## src/rtl/wm_fifo_pkg.sv

```systemverilog
package wm_fifo_pkg;

    // Interrupt source vector; bit order matches irq_mask / irq_reg ports.
    typedef struct packed {
        logic udf;   // bit 3
        logic ovf;   // bit 2
        logic high;  // bit 1
        logic low;   // bit 0
    } wm_irq_t;

    localparam int IRQ_W = 4;

endpackage

```

## src/rtl/wm_fifo_mem.sv

```systemverilog
module wm_fifo_mem #(
    parameter int DW    = 8,
    parameter int DEPTH = 24
) (
    input  logic                     clk,
    input  logic                     we,
    input  logic [$clog2(DEPTH)-1:0] waddr,
    input  logic [DW-1:0]            wdata,
    input  logic [$clog2(DEPTH)-1:0] raddr,
    output logic [DW-1:0]            rdata
);
    logic [DW-1:0] mem_q [DEPTH];

    always_ff @(posedge clk) begin
        if (we) begin
            mem_q[waddr] <= wdata;
        end
    end

    assign rdata = mem_q[raddr];

endmodule

```

## src/rtl/wm_fifo_ctrl.sv

```systemverilog
module wm_fifo_ctrl
    import wm_fifo_pkg::*;
#(
    parameter int DEPTH     = 24,
    parameter int LOW_MARK  = 6,
    parameter int HIGH_MARK = 18
) (
    input  logic                       clk,
    input  logic                       rst_n,
    input  logic                       flush,
    input  logic                       tx_mode,
    input  logic                       push,
    input  logic                       pop,
    output logic                       we,
    output logic [$clog2(DEPTH)-1:0]   wptr,
    output logic [$clog2(DEPTH)-1:0]   rptr,
    output logic [$clog2(DEPTH+1)-1:0] count,
    output logic                       ovf_flag,
    output logic                       udf_flag,
    output wm_irq_t                    events
);
    localparam int PW = $clog2(DEPTH);
    localparam int CW = $clog2(DEPTH + 1);

    typedef struct packed {
        logic [PW-1:0] wptr;
        logic [PW-1:0] rptr;
        logic [CW-1:0] count;
        logic          ovf;
        logic          udf;
    } ctrl_t;

    ctrl_t   st_d, st_q;
    wm_irq_t ev_d;
    logic    do_push, do_pop;

    function automatic logic [PW-1:0] step_ptr(input logic [PW-1:0] p);
        return (int'(p) == DEPTH - 1) ? '0 : p + 1'b1;
    endfunction

    always_comb begin
        st_d    = st_q;
        ev_d    = '0;
        do_pop  = pop && (st_q.count != '0);
        do_push = push && ((int'(st_q.count) != DEPTH) || do_pop);
        if (flush) begin
            st_d    = '0;
            do_push = 1'b0;
            do_pop  = 1'b0;
        end else begin
            if (do_push) st_d.wptr = step_ptr(st_q.wptr);
            if (do_pop)  st_d.rptr = step_ptr(st_q.rptr);
            case ({do_push, do_pop})
                2'b10:   st_d.count = st_q.count + 1'b1;
                2'b01:   st_d.count = st_q.count - 1'b1;
                default: st_d.count = st_q.count;
            endcase
            if (push && !do_push) begin
                st_d.ovf = 1'b1;
                ev_d.ovf = 1'b1;
            end
            if (pop && !do_pop) begin
                st_d.udf = 1'b1;
                ev_d.udf = 1'b1;
            end
            ev_d.low  = tx_mode && do_pop && !do_push
                        && (int'(st_q.count) == LOW_MARK + 1);
            ev_d.high = !tx_mode && do_push && !do_pop
                        && (int'(st_q.count) == HIGH_MARK);
        end
    end

    always_ff @(posedge clk or negedge rst_n) begin
        if (!rst_n) st_q <= '0;
        else        st_q <= st_d;
    end

    assign we       = do_push;
    assign wptr     = st_q.wptr;
    assign rptr     = st_q.rptr;
    assign count    = st_q.count;
    assign ovf_flag = st_q.ovf;
    assign udf_flag = st_q.udf;
    assign events   = ev_d;

endmodule

```

## src/rtl/wm_fifo_irq.sv

```systemverilog
module wm_fifo_irq
    import wm_fifo_pkg::*;
(
    input  logic       clk,
    input  logic       rst_n,
    input  logic       flush,
    input  wm_irq_t    events,
    input  logic       rd,
    input  logic [IRQ_W-1:0] mask,
    output logic [IRQ_W-1:0] latched,
    output logic       irq
);
    wm_irq_t irq_d, irq_q;

    always_comb begin
        if (flush) irq_d = '0;
        else       irq_d = (rd ? wm_irq_t'('0) : irq_q) | events;
    end

    always_ff @(posedge clk or negedge rst_n) begin
        if (!rst_n) irq_q <= '0;
        else        irq_q <= irq_d;
    end

    assign latched = irq_q;
    assign irq     = |(irq_q & mask);

endmodule

```

## src/rtl/wm_byte_fifo.sv

```systemverilog
module wm_byte_fifo
    import wm_fifo_pkg::*;
#(
    parameter int DW        = 8,
    parameter int DEPTH     = 24,
    parameter int LOW_MARK  = 6,
    parameter int HIGH_MARK = 18
) (
    input  logic                       clk,
    input  logic                       rst_n,
    input  logic                       enable,
    input  logic                       tx_mode,
    input  logic                       clear,
    input  logic                       host_push,
    input  logic [DW-1:0]              host_wdata,
    input  logic                       host_pop,
    input  logic                       eng_push,
    input  logic [DW-1:0]              eng_wdata,
    input  logic                       eng_pop,
    output logic [DW-1:0]              rd_data,
    output logic [$clog2(DEPTH+1)-1:0] level,
    output logic                       flag_low,
    output logic                       flag_high,
    output logic                       flag_ovf,
    output logic                       flag_udf,
    input  logic [3:0]                 irq_mask,
    input  logic                       irq_rd,
    output logic [3:0]                 irq_reg,
    output logic                       irq
);
    localparam int PW = $clog2(DEPTH);
    localparam int CW = $clog2(DEPTH + 1);

    logic          flush, push, pop, we;
    logic [DW-1:0] wdata;
    logic [PW-1:0] wptr, rptr;
    logic [CW-1:0] count;
    wm_irq_t       events;

    assign flush = clear || !enable;
    assign push  = host_push || eng_push;
    assign pop   = host_pop || eng_pop;
    assign wdata = host_push ? host_wdata : eng_wdata;

    wm_fifo_ctrl #(
        .DEPTH(DEPTH), .LOW_MARK(LOW_MARK), .HIGH_MARK(HIGH_MARK)
    ) u_ctrl (
        .clk(clk), .rst_n(rst_n), .flush(flush), .tx_mode(tx_mode),
        .push(push), .pop(pop), .we(we), .wptr(wptr), .rptr(rptr),
        .count(count), .ovf_flag(flag_ovf), .udf_flag(flag_udf),
        .events(events)
    );

    wm_fifo_mem #(.DW(DW), .DEPTH(DEPTH)) u_mem (
        .clk(clk), .we(we), .waddr(wptr), .wdata(wdata),
        .raddr(rptr), .rdata(rd_data)
    );

    wm_fifo_irq u_irq (
        .clk(clk), .rst_n(rst_n), .flush(flush), .events(events),
        .rd(irq_rd), .mask(irq_mask), .latched(irq_reg), .irq(irq)
    );

    assign level     = count;
    assign flag_low  = tx_mode && (int'(count) <= LOW_MARK);
    assign flag_high = !tx_mode && (int'(count) > HIGH_MARK);

endmodule

```

## config.mk

```make
export PLATFORM = sky130hd
export DESIGN_NAME = wm_byte_fifo
export DESIGN_NICKNAME = d
export VERILOG_FILES = /design/src/rtl/wm_fifo_pkg.sv /design/src/rtl/wm_fifo_mem.sv /design/src/rtl/wm_fifo_ctrl.sv /design/src/rtl/wm_fifo_irq.sv /design/src/rtl/wm_byte_fifo.sv
export SDC_FILE = /design/constraint.sdc
export NUM_CORES = 1
export LEC_CHECK = 0
export ABC_CLOCK_PERIOD_IN_PS = 6460
export CELL_PAD_IN_SITES_DETAIL_PLACEMENT = 0
export CELL_PAD_IN_SITES_GLOBAL_PLACEMENT = 2
export CORE_MARGIN = 5
export CORE_UTILIZATION = 48
export CTS_CLUSTER_SIZE = 30
export DETAILED_ROUTE_END_ITERATION = 10
export MAX_ROUTING_LAYER = met4
export PLACE_DENSITY_LB_ADDON = 0.1
export SKIP_LAST_GASP = 1
export SYNTH_ARGS = -nofsm -noshare
export SYNTH_HDL_FRONTEND = slang
export SYNTH_HIERARCHICAL = 1
export SYNTH_SLANG_ARGS = --single-unit
```

## constraint.sdc

```tcl
create_clock -name clk -period 6.46 [get_ports clk]
set_clock_uncertainty 0.05 [all_clocks]
set_input_delay 0.646 -clock clk [delete_from_list [all_inputs] [get_ports clk]]
set_output_delay 0.646 -clock clk [all_outputs]
set_load 0.01 [all_outputs]
```

* After elaboration in Yosys (flattened, before gate mapping)
Memories as Yosys holds them, arrays and structs flattened.
Index checks and enable logic that the tools add are counted.
** Word-level totals
- Word-level logic and storage cells :: 69
- Memories :: 1
- Memory bits (writable) :: 192
- Output and inout bits :: 22
- Bits in registers :: 21
** Memory list
- u_mem.mem_q :: words 24, bits a word 8, read ports 1, clocked after Yosys merged registers in 0, wr ports 1, RTL line wm_fifo_mem.sv:12 : logic [DW-1:0] mem_q [DEPTH];
** Operators by class
- Magnitude comparators :: 2
- Bitwise gates (word level) :: 2
- Add/sub/neg operators :: 4
- Mux-type cells :: 17
- Reductions and logical operators :: 27
- Equality and inequality tests :: 7
** Operators with widths (count)
- 2-to-1 mux 5 bit :: 4
- 2-to-1 mux 17 bit :: 1
- adder 5 x 1 -> 5 bit (second input constant) :: 3
- equality test 5 bit (second input constant) :: 3
- logical AND 1 bit :: 12
- 2-to-1 mux 4 bit :: 3
- case mux 5 bit (2 select lines) :: 1
- 2-to-1 mux 8 bit :: 1
- nonzero test 2 bit :: 4
- 2-to-1 mux 1 bit :: 7
- equality test 5 x 4 -> 1 bit (second input constant) :: 1
- > comparator 5 bit (second input constant) :: 1
- less-or-equal comparator 5 x 3 -> 1 bit (second input constant) :: 1
- != test 5 x 4 -> 1 bit (second input constant) :: 1
- nonzero test 5 bit :: 1
- subtractor 5 x 1 -> 5 bit (second input constant) :: 1
- AND 4 bit :: 1
- zero test 1 bit :: 4
- logical OR 1 bit :: 4
- OR 4 bit :: 1
- OR reduction 4 bit :: 1
- nonzero test 3 bit :: 1
- equality test 2 x 1 -> 1 bit (second input constant) :: 1
- equality test 2 bit (second input constant) :: 1

* Longest topological paths before layout
- Word-level depth :: 10
- Gate-level depth with buffers :: 9
- Depth with buffers taken out :: 8

* By module
The synthesis kept the hierarchy.
** Modules (own cells, without submodules)
- wm_fifo_mem :: cells each 375, times used 1, area each 7559.8 um^2
- wm_fifo_ctrl :: cells each 122, times used 1, area each 1118.6 um^2
- wm_byte_fifo :: cells each 17, times used 1, area each 180.2 um^2
- wm_fifo_irq :: cells each 19, times used 1, area each 178.9 um^2

* Least setup slack after synthesis
No wires, ideal clock.
- Path type :: input port to flip-flop
- Start point :: input port clear
- End point :: memory u_mem.mem_q[0][0], enable pin
- Required time :: 6040 ps
- Stages on the path :: 7
- Data arrival time :: 2502 ps
- Slack :: 3537 ps
- Cell sequence :: nand2b_1 > clkbuf_1 > clkbuf_1 > nor2_1 > or3b_2 > clkbuf_1 > nor2_1
** On the way
- Cells in the longest elaborated chain, start to end :: 4
** Ends and longest elaborated chain
- start, declared :: RTL line wm_byte_fifo.sv:13 : input logic clear,
- logical OR 1 bit :: RTL line wm_byte_fifo.sv:40 : assign flush = clear || !enable;
- 2-to-1 mux 1 bit :: RTL line wm_fifo_ctrl.sv:46 : if (flush) begin
- net we :: RTL line wm_byte_fifo.sv:34 : logic flush, push, pop, we;
- 2-to-1 mux 1 bit :: RTL line wm_fifo_mem.sv:15 : if (we) begin
- 2-to-1 mux 1 bit (not written as such) :: RTL line wm_fifo_mem.sv:16 : mem_q[waddr] <= wdata;
- end, declared :: RTL line wm_fifo_mem.sv:12
The timed path passes the listed nets, and every way through them passes these cells.

* Worst setup path after layout
- Start point :: register u_ctrl.st_q, in the netlist u_ctrl/rptr[0]
- End point :: output port rd_data[0]
** On the way
- Cells in the longest elaborated chain, start to end :: 1
** Ends and longest elaborated chain
- start, declared :: RTL line wm_fifo_ctrl.sv:33 : ctrl_t st_d, st_q;
- start signal, assigned :: RTL line wm_fifo_ctrl.sv:75 : else st_q <= st_d;
- memory (24 x 8 bit)
- end, declared :: RTL line wm_byte_fifo.sv:20 : output logic [DW-1:0] rd_data,
No other way between the ends.

==> results.md <==
- Count of different cell masters after synthesis: 54
- Kind of critical path: reg2out
- Clk sinks: 213
- Outcome: finished, final reports clean
- Longest Clk Path Bufs: 3
- Wire length per cell after detailed routing: roughly 23 um
- Core area: 18600 sq um
- GPL Wtd Cong: between 0.8 and 0.9
- Warnings from Yosys: 6
- Final max-slew violation count: 0
- Port Buf Inserts: 51
- Reg power frac: 51.3%
- Final setup vio count: 0
- Setup_tns: 0 ns
- Mapped cell area: 9040 sq um
- Clock Latency Late Sink: 0.49 ns
- Fillers: 1451
- Clock Pin Slew Worst Setup and Hold Paths: roughly 0.06 ns
- Post-Place Cells: 793
- CP Data Arrival Time: 3.46 ns
- Final Hold Viols: 0
- Register area: between 6000 and 7000 sq um
- Hold_buf cts: 0
- Most used DFF post-synth: edfxtp_1
- Min-Delay Path Class: reg2reg
- Crit-path max FO: 29
- Fraction of layout cells with a size suffix above 1: between 10% and 20%
- Area of the multi-input gates: ~2500 sq um
- Max incr delay on CP: 0.87 ns
- Internal cell power: 2.40 mW
- Initial antenna violation count: 0
- Slew @ Worst Pin: 1.03 ns
- CTS root buf: clkbuf_16
- Critical path's top delay family: buffers and inverters
- Maximum clock rate: 241 MHz
- CTS Buf Count: 22
- Worst-path cell chain: buf_4 > and2b_1 > a22oi_1 > o211ai_1 > o311ai_1 > clkdlybuf4s50_1
- First-pass GRT wire length: 29800 um
- WP data required: around 5.8 ns
- Post-synth EDFFs: approximately 190
- DRT antenna net count: 0
- Largest net degree at the start of global routing: 35
- Ys async rst share: 9.86%
- Dpl hpwl: roughly 13000 um
- Vias per cell: 5.93
- Initial core utilization: between 40% and 50%
- Clock power share: 43.3%
- Slowest CP cell: dfrtp_2
- Relative slew slack: 31.4%
- Fin crit period: ~4.2 ns
- FF+latch count, synth: around 210
- Commonest cells after routing, fill and taps aside: edfxtp_1, clkdlybuf4s50_1, mux2i_1, nor2_1, mux4_2
- Die area: approximately 22000 sq um
- Commonest non-fill, non-tap cell in the layout: edfxtp_1
- Post-synthesis cell count: 533
- CTS tree: yes
- Peak supply drop: 0.163 mV
- GRT overflow: 0
- Worst path bufs/invs: 2
- Vias: 4925
- Nets: 619
- Non-filler cells, final: 830
- Final wirelength: around 19000 um
- Violation count after the first detailed-route iteration: 430
- Site Rows: 50
- Die height: 147 um
- Synthesized area per cell: 17.0 sq um
- NetSw: 586 uW
- H-tree depth: 1
- CP Launch Type: register
- Comb pwr share: 5.4%
- ANT cells: 0
- Die X: 147 um
- I/O Pins: 52
- RSZ-0062 raised after global routing: false
- Layout area overhead: 15.3%
- PwrDens: 286 nW/um^2
- DRT Pass-1 Iters: 4
- Postcts setup bufs: 0
- Post-synthesis sequential area ratio: 69.6%
- Total GRT Usage: 18.3%
- Final Cycle Share: 64.3%
- Vias in the first global route: 4992
- Syn nets: approximately 570
- Residual DRC count: 0
- Kind of end point of the critical path: primary output
- Sw frac: 19.7%
- Maxcap violations: 0
- Leakage: between 3 and 4 nW
- Cts repair resizes: 0
[synthesized netlist by cell type (4+ instances only)]
| master | count | area, sq um |
|---|---|---|
| edfxtp_1 | 192 | 5770 |
| a22oi_1 | 11 | 82.6 |
| inv_1 | 7 | 26.3 |
| nor2b_1 | 6 | 37.5 |
| mux2i_1 | 43 | 430 |
| o311ai_1 | 10 | 87.6 |
| a21oi_1 | 15 | 75.1 |
| nand3_1 | 19 | 95.1 |
| nand2_1 | 20 | 75.1 |
| mux4_2 | 32 | 721 |
| buf_2 | 9 | 45.0 |
| and2_1 | 4 | 25.0 |
| a2bb2oi_1 | 9 | 78.8 |
| o211ai_1 | 9 | 67.6 |
| mux2_4 | 8 | 120 |
| nor2_1 | 40 | 150 |
| clkbuf_1 | 7 | 26.3 |
| nand3b_1 | 4 | 30.0 |
| ha_1 | 5 | 62.6 |
| nand2b_1 | 6 | 37.5 |
| dfrtp_1 | 21 | 526 |
| or3_1 | 4 | 25.0 |
| buf_6 | 6 | 67.6 |
[metal layers]
layer	global-route usage, %	up-vias	share of wire [%]
li1	-	2215	-
met1	25.5	2530	44
met2	29.1	158	49
met3	3.05	22	5.4
met4	3.45	0	1.1
met5	-	-	0
[cell type report]
class,instances,area share (%)
inverter,8,0.288
clock buffer,28,5.70
multi-input combinational,283,24.2
sequential,213,60.4
timing repair buffer,55,5.19
clock inverter,9,1.40
tap,234,2.81
[cell families after synthesis]
family,after synthesis,share of synthesized area [%]
multiplexers,86,14.4
adder cells (fa/ha/maj),6,0.914
AND/OR/NAND/NOR,121,6.74
AO/OA/AOI/OAI,67,5.57
flip-flops,213,69.6
XOR/XNOR,3,0.291
buffers and inverters,37,2.44
[path summary, 6_finish.rpt]
path / endpoint / cells after the start / slack (ns) / from
max: rd_data[0] / 6 / 2.31 / u_ctrl/rptr[0]
min: u_ctrl/ovf_flag / 2 / 0.47 / u_ctrl/ovf_flag
max reg2reg: u_mem/mem_q[16][7] / 5 / 3.62 / u_ctrl/count[0]
min reg2reg: u_ctrl/ovf_flag / 2 / 0.47 / u_ctrl/ovf_flag
max in group asynchronous: u_ctrl/rptr[0] / 1 / 5.00 / rst_n
min in group asynchronous: u_irq/latched[0] / 1 / 0.66 / rst_n
[worst register-to-register path: stages, from the launching register on]
cell and delay [ns]:
dfrtp_1 0.58, or3_1 0.29, o31ai_4 0.13, nor2_1 0.25
or3b_2 0.59, nor2_1 0.58
[power by group through the flow]
stage	sequential (mW)	combinational (mW)	clock [mW]
finish	1.53	0.161	1.29
CTS	1.53	0.163	1.31
floorplan	1.55	0.102	0
global placement	1.56	0.161	0
global route	1.53	0.173	1.38
detailed placement	1.56	0.162	0
[stage by stage]
stage	total power [mW]	setup slack [ns]	utilization, %	hold WS, ns	area, sq um
floorplan	1.66	3.54	-	0.300	9040
global placement	1.72	2.72	51.9	0.456	9680
detailed placement	1.72	2.60	51.9	0.460	9680
CTS	3.01	2.21	55.9	0.473	10400
global route	3.09	2.00	55.9	0.501	10400
finish	2.98	2.31	55.9	0.469	10400
[flip-flops by register name (all words and copies together), names as in the netlist]
| register | cells |
|---|---|
| u_ctrl/udf_flag | 1 |
| u_ctrl/count | 5 |
| u_ctrl/rptr | 5 |
| u_mem/mem_q | 192 |
| u_ctrl/ovf_flag | 1 |
| u_irq/latched | 4 |
| u_ctrl/wptr | 5 |
Power figures use the tool's default switching activity.
